===== config.mk =====
export PLATFORM = sky130hd
export DESIGN_NAME = nm_seq_ctrl
export DESIGN_NICKNAME = d
export VERILOG_FILES = /design/src/rtl/nm_seq_pkg.sv /design/src/rtl/nm_shift_chain.sv /design/src/rtl/nm_seq_fsm.sv /design/src/rtl/nm_verify_cmp.sv /design/src/rtl/nm_seq_ctrl.sv
export SDC_FILE = /design/constraint.sdc
export NUM_CORES = 1
export LEC_CHECK = 0
export ABC_AREA = 1
export BUFFER_PORTS_ARGS = -buffer_cell sky130_fd_sc_hd__buf_2
export CAP_MARGIN = 20
export CORE_MARGIN = 4
export CORE_UTILIZATION = 54
export DETAILED_ROUTE_END_ITERATION = 7
export PLACE_DENSITY_LB_ADDON = 0.25
export SYNTH_ARGS = -nofsm -noshare
export SYNTH_HDL_FRONTEND = slang
export SYNTH_SLANG_ARGS = --single-unit
export TNS_END_PERCENT = 50

===== constraint.sdc =====
create_clock -name clk_i -period 1.9 [get_ports clk_i]
set_input_delay 0.38 -clock clk_i [delete_from_list [all_inputs] [get_ports clk_i]]
set_output_delay 0.38 -clock clk_i [all_outputs]
set_load 0.005 [all_outputs]

===== src/rtl/nm_seq_pkg.sv =====
`timescale 1ns/1ps
package nm_seq_pkg;
  typedef enum logic [2:0] {
    MODE_IDLE   = 3'b000,
    MODE_ERASE  = 3'b001,
    MODE_PROG   = 3'b010,
    MODE_VERIFY = 3'b011,
    MODE_SENSE  = 3'b100
  } mode_e;

  typedef enum logic [2:0] {
    ST_IDLE,
    ST_LOAD,
    ST_EVAL,
    ST_CAPT,
    ST_SHIFT
  } seq_state_e;
endpackage


===== src/rtl/nm_shift_chain.sv =====
`timescale 1ns/1ps
module nm_shift_chain #(
  parameter int W = 32
) (
  input  logic         clk_i,
  input  logic         rst_ni,
  input  logic         shift_i,
  input  logic         si_i,
  input  logic         load_i,
  input  logic [W-1:0] load_data_i,
  output logic [W-1:0] q_o,
  output logic         so_o
);
  logic [W-1:0] q_q;

  // load wins over shift
  always_ff @(posedge clk_i or negedge rst_ni) begin
    if (!rst_ni)      q_q <= '0;
    else if (load_i)  q_q <= load_data_i;
    else if (shift_i) q_q <= {q_q[W-2:0], si_i};
  end

  assign q_o  = q_q;
  assign so_o = q_q[W-1];
endmodule


===== src/rtl/nm_seq_fsm.sv =====
`timescale 1ns/1ps
module nm_seq_fsm
  import nm_seq_pkg::*;
#(
  parameter int PIX_W = 32,
  parameter int SPK_W = 64
) (
  input  logic       clk_i,
  input  logic       rst_ni,
  input  logic       start_i,
  input  logic [2:0] mode_i,
  input  logic       eval_ack_i,
  output seq_state_e state_o,
  output logic       pix_shift_o,
  output logic       spk_load_o,
  output logic       spk_shift_o,
  output logic       last_o
);
  localparam int CNT_MAX = (PIX_W > SPK_W) ? PIX_W : SPK_W;
  localparam int CNT_W   = $clog2(CNT_MAX);
  localparam logic [CNT_W-1:0] PIX_LAST = CNT_W'(PIX_W - 1);
  localparam logic [CNT_W-1:0] SPK_LAST = CNT_W'(SPK_W - 1);

  seq_state_e       state_q, state_d;
  logic [CNT_W-1:0] cnt_q;

  always_comb begin
    state_d = state_q;
    unique case (state_q)
      ST_IDLE:  if (start_i && mode_i == MODE_SENSE) state_d = ST_LOAD;
      ST_LOAD:  if (cnt_q == PIX_LAST) state_d = ST_EVAL;
      ST_EVAL:  if (eval_ack_i) state_d = ST_CAPT;
      ST_CAPT:  state_d = ST_SHIFT;
      ST_SHIFT: if (cnt_q == SPK_LAST) state_d = ST_IDLE;
      default:  state_d = ST_IDLE;
    endcase
  end

  always_ff @(posedge clk_i or negedge rst_ni) begin
    if (!rst_ni) begin
      state_q <= ST_IDLE;
      cnt_q   <= '0;
    end else begin
      state_q <= state_d;
      if (state_d != state_q) cnt_q <= '0;
      else if (state_q == ST_LOAD || state_q == ST_SHIFT) cnt_q <= cnt_q + 1'b1;
    end
  end

  assign state_o     = state_q;
  assign pix_shift_o = (state_q == ST_LOAD);
  assign spk_load_o  = (state_q == ST_CAPT);
  assign spk_shift_o = (state_q == ST_SHIFT);
  assign last_o      = (state_q == ST_SHIFT) && (cnt_q == SPK_LAST);

  p_start_gate_r2: assert property (@(posedge clk_i) disable iff (!rst_ni)
    (state_q == ST_IDLE && mode_i != MODE_SENSE) |=> (state_q == ST_IDLE));
  p_load_len_r3: assert property (@(posedge clk_i) disable iff (!rst_ni)
    (state_q == ST_LOAD && cnt_q == PIX_LAST) |=> (state_q == ST_EVAL));
  p_eval_hold_r5: assert property (@(posedge clk_i) disable iff (!rst_ni)
    (state_q == ST_EVAL && !eval_ack_i) |=> (state_q == ST_EVAL));
  p_capt_then_shift_r6: assert property (@(posedge clk_i) disable iff (!rst_ni)
    (state_q == ST_CAPT) |=> (state_q == ST_SHIFT && cnt_q == '0));
endmodule


===== src/rtl/nm_verify_cmp.sv =====
`timescale 1ns/1ps
module nm_verify_cmp
  import nm_seq_pkg::*;
#(
  parameter int VAL_W = 8
) (
  input  logic             clk_i,
  input  logic             rst_ni,
  input  logic [2:0]       mode_i,
  input  logic             exc_sel_i,
  input  logic [VAL_W-1:0] col_val_i,
  input  logic [VAL_W-1:0] ref_i,
  output logic             verify_o
);
  logic pass_q;

  // excitatory passes above ref, inhibitory passes below ref
  always_ff @(posedge clk_i or negedge rst_ni) begin
    if (!rst_ni) pass_q <= 1'b0;
    else if (mode_i == MODE_VERIFY)
      pass_q <= exc_sel_i ? (col_val_i > ref_i) : (col_val_i < ref_i);
    else pass_q <= 1'b0;
  end

  assign verify_o = pass_q;

  p_exc_pass_r9: assert property (@(posedge clk_i) disable iff (!rst_ni)
    (mode_i == MODE_VERIFY && exc_sel_i && col_val_i <= ref_i) |=> !verify_o);
  p_inh_pass_r10: assert property (@(posedge clk_i) disable iff (!rst_ni)
    (mode_i == MODE_VERIFY && !exc_sel_i && col_val_i >= ref_i) |=> !verify_o);
  p_no_verify_r10: assert property (@(posedge clk_i) disable iff (!rst_ni)
    (mode_i != MODE_VERIFY) |=> !verify_o);
endmodule


===== src/rtl/nm_seq_ctrl.sv =====
`timescale 1ns/1ps
module nm_seq_ctrl
  import nm_seq_pkg::*;
#(
  parameter int NUM_PIX_CH = 2,
  parameter int PIX_W      = 32,
  parameter int SPK_W      = 64,
  parameter int WGT_W      = 16,
  parameter int VAL_W      = 8,
  localparam int WL_W      = NUM_PIX_CH * PIX_W
) (
  input  logic                  clk_i,
  input  logic                  rst_ni,
  input  logic [2:0]            mode_i,
  input  logic                  exc_sel_i,
  input  logic                  start_i,
  output logic                  busy_o,
  output logic                  done_o,
  input  logic [NUM_PIX_CH-1:0] pix_si_i,
  output logic [WL_W-1:0]       wl_en_o,
  output logic                  eval_req_o,
  input  logic                  eval_ack_i,
  input  logic [SPK_W-1:0]      spike_i,
  output logic                  spike_so_o,
  output logic                  spike_vld_o,
  input  logic                  wgt_si_i,
  input  logic                  wgt_shift_i,
  output logic [WGT_W-1:0]      wgt_word_o,
  input  logic [VAL_W-1:0]      col_val_i,
  input  logic [VAL_W-1:0]      ref_i,
  output logic                  verify_o
);
  seq_state_e      state;
  logic            pix_shift, spk_load, spk_shift, last;
  logic [WL_W-1:0] pix_vec;
  logic [SPK_W-1:0] spk_q;
  logic            spk_so;
  logic            wgt_so;
  logic            wgt_shift_en;

  nm_seq_fsm #(.PIX_W(PIX_W), .SPK_W(SPK_W)) u_fsm (
    .clk_i       (clk_i),
    .rst_ni      (rst_ni),
    .start_i     (start_i),
    .mode_i      (mode_i),
    .eval_ack_i  (eval_ack_i),
    .state_o     (state),
    .pix_shift_o (pix_shift),
    .spk_load_o  (spk_load),
    .spk_shift_o (spk_shift),
    .last_o      (last)
  );

  for (genvar g = 0; g < NUM_PIX_CH; g++) begin : g_pix_ch
    logic so_unused;
    nm_shift_chain #(.W(PIX_W)) u_pix (
      .clk_i       (clk_i),
      .rst_ni      (rst_ni),
      .shift_i     (pix_shift),
      .si_i        (pix_si_i[g]),
      .load_i      (1'b0),
      .load_data_i ('0),
      .q_o         (pix_vec[g*PIX_W +: PIX_W]),
      .so_o        (so_unused)
    );
  end

  nm_shift_chain #(.W(SPK_W)) u_spk (
    .clk_i       (clk_i),
    .rst_ni      (rst_ni),
    .shift_i     (spk_shift),
    .si_i        (1'b0),
    .load_i      (spk_load),
    .load_data_i (spike_i),
    .q_o         (spk_q),
    .so_o        (spk_so)
  );

  assign wgt_shift_en = wgt_shift_i && (mode_i == MODE_PROG) && (state == ST_IDLE);

  nm_shift_chain #(.W(WGT_W)) u_wgt (
    .clk_i       (clk_i),
    .rst_ni      (rst_ni),
    .shift_i     (wgt_shift_en),
    .si_i        (wgt_si_i),
    .load_i      (1'b0),
    .load_data_i ('0),
    .q_o         (wgt_word_o),
    .so_o        (wgt_so)
  );

  nm_verify_cmp #(.VAL_W(VAL_W)) u_vfy (
    .clk_i     (clk_i),
    .rst_ni    (rst_ni),
    .mode_i    (mode_i),
    .exc_sel_i (exc_sel_i),
    .col_val_i (col_val_i),
    .ref_i     (ref_i),
    .verify_o  (verify_o)
  );

  assign busy_o      = (state != ST_IDLE);
  assign eval_req_o  = (state == ST_EVAL);
  assign wl_en_o     = (eval_req_o && mode_i == MODE_SENSE) ? pix_vec : '0;
  assign spike_so_o  = spk_so;
  assign spike_vld_o = spk_shift;
  assign done_o      = last;

  p_wl_gate_r4: assert property (@(posedge clk_i) disable iff (!rst_ni)
    (wl_en_o != '0) |-> eval_req_o);
  p_spk_hold_r6: assert property (@(posedge clk_i) disable iff (!rst_ni)
    (spike_vld_o && !done_o) |=> spike_vld_o);
  p_done_vld_r7: assert property (@(posedge clk_i) disable iff (!rst_ni)
    done_o |-> spike_vld_o);
  p_done_idle_r7: assert property (@(posedge clk_i) disable iff (!rst_ni)
    done_o |=> !busy_o);
  p_wgt_frozen_r8: assert property (@(posedge clk_i) disable iff (!rst_ni)
    (busy_o || mode_i != MODE_PROG) |=> $stable(wgt_word_o));
endmodule


==> summary.md <==
| Metric | Value |
|---|---|
| Synth warn | `0` |
| Failing checks | `setup timing` |
| Largest family of logic cells by synthesized area | `compound AO/OA/AOI/OAI gates` |
| Worst min path class | `input port to register` |
| CTS tree | `built` |
| Reg area | `a little under 0.004 mm^2` |
| Multi-input gate area | `0.00256 mm^2` |
| Clock sinks | `154` |
| Min cycle time layout | `about 2.1 ns` |
| Leading cell type in the layout, fill and taps excluded | `o21ai_0` |
| P&R area growth vs syn | `24.3%` |
| # rows | `41` |
| Die Width | `124 um` |
| Crit path capture type | `primary output` |
| Initial drt markers | `450` |
| Synth cell types | `29` |
| Overall Power | `11000 uW` |
| Hold violation count in the final report | `0` |
| WL/cell | `~13 um` |
| Post-Syn Nets | `between 900 and 1000` |
| Final Net Count | `between 1000 and 1500` |
| Most frequent cells in the layout | `216 x o21ai_0, 176 x buf_2, 152 x dfrtp_1` |
| Max-slew violation count | `0` |
| Leakage power | `~0.0047 uW` |
| Die Ht | `roughly 120 um` |
| Htree depth | `4` |
| Die area | `between 0.015 and 0.02 mm^2` |
| Avg Cell Area, Syn | `around 8.6 um^2` |
| Final std cell area, no fill | `0.00896 mm^2` |
| Family with the most delay on the worst path | `simple AND/OR/NAND/NOR gates` |
| Worst Setup SP | `u_fsm.state_o[0]$_DFF_PN0_` |
| Start of the worst register-to-register path | `u_fsm.state_o[2]$_DFF_PN0_` |
| WP data arrival | `1.67 ns` |
| Post-Syn Instances | `842` |
| Initial Util | `approximately 56%` |
| Worst Setup Start Kind | `register` |
| PD cells | `around 1200 mW/mm^2` |
| PnR worst setup slack | `-0.154 ns` |
| Clock Skew | `just over 0.009 ns` |
| Status | `finished, violations left` |
| Max Cap Viol | `0` |
| Remaining antenna violation count | `0` |
| Initial antenna violation count | `0` |
| Largest net degree at the start of global routing | `about 130` |
| Final WL | `between 15000 and 20000 um` |
| Filler cells | `between 1000 and 1500` |
| Seq cells post-synth | `roughly 150` |
| Setup violators final | `66` |
| Mux contribution to synthesized area | `between 3 and 4%` |
| Share of cells above drive strength 1 | `25.6%` |
| Crit-path max FO | `64` |
| Post-Synth Simple-Gate Area | `12.0%` |
| Clock root buffer | `clkbuf_16` |
| Max Freq | `~500 MHz` |
| Post-DP Area | `just over 0.008 mm^2` |
| DR vias/cell | `around 5` |
| Slew at the pin with the worst max-slew slack | `0.420 ns` |
| Hold path start | `spike_i[13]` |
| CP Class | `register to primary output` |
| Period utilization | `108%` |
| IO Count | `between 150 and 200` |
| CP peak stage delay | `approximately 0.44 ns` |
| Grt ovf | `0` |
| Vias in the first global route | `around 5500` |
| Core Footprint | `between 0.01 and 0.015 mm^2` |
| Clk slew on worst S/H paths | `approximately 0.060 ns` |
| Router iterations before antenna repair | `5` |
| GRT Total Usage | `between 20% and 30%` |
| Worst-case clock buffer depth | `2` |
| Routed via count | `about 6000` |
| CTS Buf Count | `17` |
| Data required time of the critical path | `approximately 1.5 ns` |
| I/O Buffers | `177` |
| Critical-path cell list | `nor3_4 -> nand2_2 -> buf_12 -> nor2_1 -> buf_2` |
| Worst hold margin | `around 0.19 ns` |
| Worst vdd ir | `slightly above 0.8 mV` |
| Worst path slowest cell | `dfrtp_2` |
| Global-route wire length before repair | `about 26000 um` |
| Crit path buf inv count | `2` |
| Routability cong. | `~0.76` |
| Worst-skew pair later-pin latency | `0.42 ns` |
| Antenna cells | `0` |
| Compound-Gate Fraction of Synth Area | `18.4%` |
| RSZ-0062 raised after global routing | `yes` |
| XOR/XNOR share of the synthesized area | `less than 1%` |
| Sequential share of the synthesized area | `53.5%` |
| Netlist Area Pre-Place | `0.00721 mm^2` |
| Post-route DRC violation count | `0` |
| Max-slew headroom | `72.0%` |
| Post-synthesis adder-cell area fraction | `around 1.6%` |
| Hpwl dp | `between 10000 and 15000 um` |
==> kinds of logic after synthesis <==
| logic type | after synthesis |
|---|---|
| buf+inv | 199 |
| fa+ha+maj | 9 |
| flops | 154 |
| simple gates | 200 |
| compound gates | 263 |
| mux | 16 |
| xor+xnor | 1 |
==> final timing paths <==
kind / end / slack (ns) / cells after the start
worst max-delay path: wl_en_o[44] / -0.15 / 5
worst min-delay path: u_spk.q_o[13]$_DFFE_PN0P_ / 0.19 / 3
worst max register to register: u_spk.q_o[38]$_DFFE_PN0P_ / 0.21 / 6
worst min register to register: g_pix_ch[0].u_pix.q_o[13]$_DFFE_PN0P_ / 0.48 / 2
max in group asynchronous: u_fsm.state_o[0]$_DFF_PN0_ / 0.82 / 3
min in group asynchronous: u_spk.q_o[11]$_DFFE_PN0P_ / 0.42 / 2
==> power breakdown <==
group / switching [uW] / internal [uW]
clock network: 1290 / 2210
registers: 466 / 4510
logic: 1680 / 891
==> per-stage QoR <==
stage / setup TNS, ns / setup WS (ns) / cells / util (%)
5_1_grt: -13.84 / -0.251 / 1192 / 69.9
3_3_place_gp: 0 / 0.247 / 1156 / 64.5
4_1_cts: -8.73 / -0.171 / 1189 / 69.6
6_report: -7.72 / -0.154 / 1192 / 69.9
3_5_place_dp: 0 / 0.224 / 1156 / 64.5
2_1_floorplan: 0 / 0.256 / 842 / -
==> layout make-up <==
cell class | instances | area share [%]
clock inverters | 10 | 1.56
flip-flops and latches | 154 | 43.0
inverters | 151 | 6.33
multi-input cells | 489 | 28.5
well taps | 172 | 2.40
clock buffers | 22 | 5.41
repair buffers | 194 | 12.7
==> state kept, by name, indices dropped and copies added (netlist names) <==
| name | flops |
|---|---|
| g_pix_ch.u_pix.q_o | 64 |
| u_fsm.cnt_q | 6 |
| u_fsm.state_o | 3 |
| u_spk.q_o | 64 |
| u_vfy.verify_o | 1 |
| u_wgt.q_o | 16 |
==> cell usage after synthesis, drive strengths merged <==
cell / instances / share of area [%]
clkbuf: 16 / 0.89
nand3: 12 / 1.5
o21ai: 256 / 18
ha: 9 / 1.6
dfrtp: 154 / 53
inv: 151 / 7.9
xor2: 1 / 0.12
o21bai: 2 / 0.21
nor4: 1 / 0.087
mux2: 16 / 3.0
nor3: 5 / 0.66
buf: 32 / 2.7
nand4: 2 / 0.17
o21a: 1 / 0.10
a21o: 1 / 0.10
nor2: 83 / 4.3
a21oi: 3 / 0.21
nand2: 97 / 5.2
==> tightest hold or removal path: stages <==
cell     delay (ns)
buf_2          0.07
o21ai_1        0.05
o21ai_0        0.06
==> what timing repair did <==
| item | in CTS | in global routing |
|---|---|---|
| endpoints found under the hold margin | 31 | 0 |
| pin swaps | 1 | 1 |
| resized for setup | 5 | 4 |
| hold buffers | 1 | 0 |
| cloned | 0 | 0 |
| endpoints found under the setup margin | 66 | 66 |
| buffers inserted | 0 | 3 |
==> per-layer routing <==
metal | wire (um) | track usage, %
met5 | 0 | 0
met4 | 168 | 5.88
met3 | 1170 | 6.82
met2 | 7560 | 33.9
met1 | 6780 | 28.4
No activity file was read; power rests on OpenSTA's default activity.
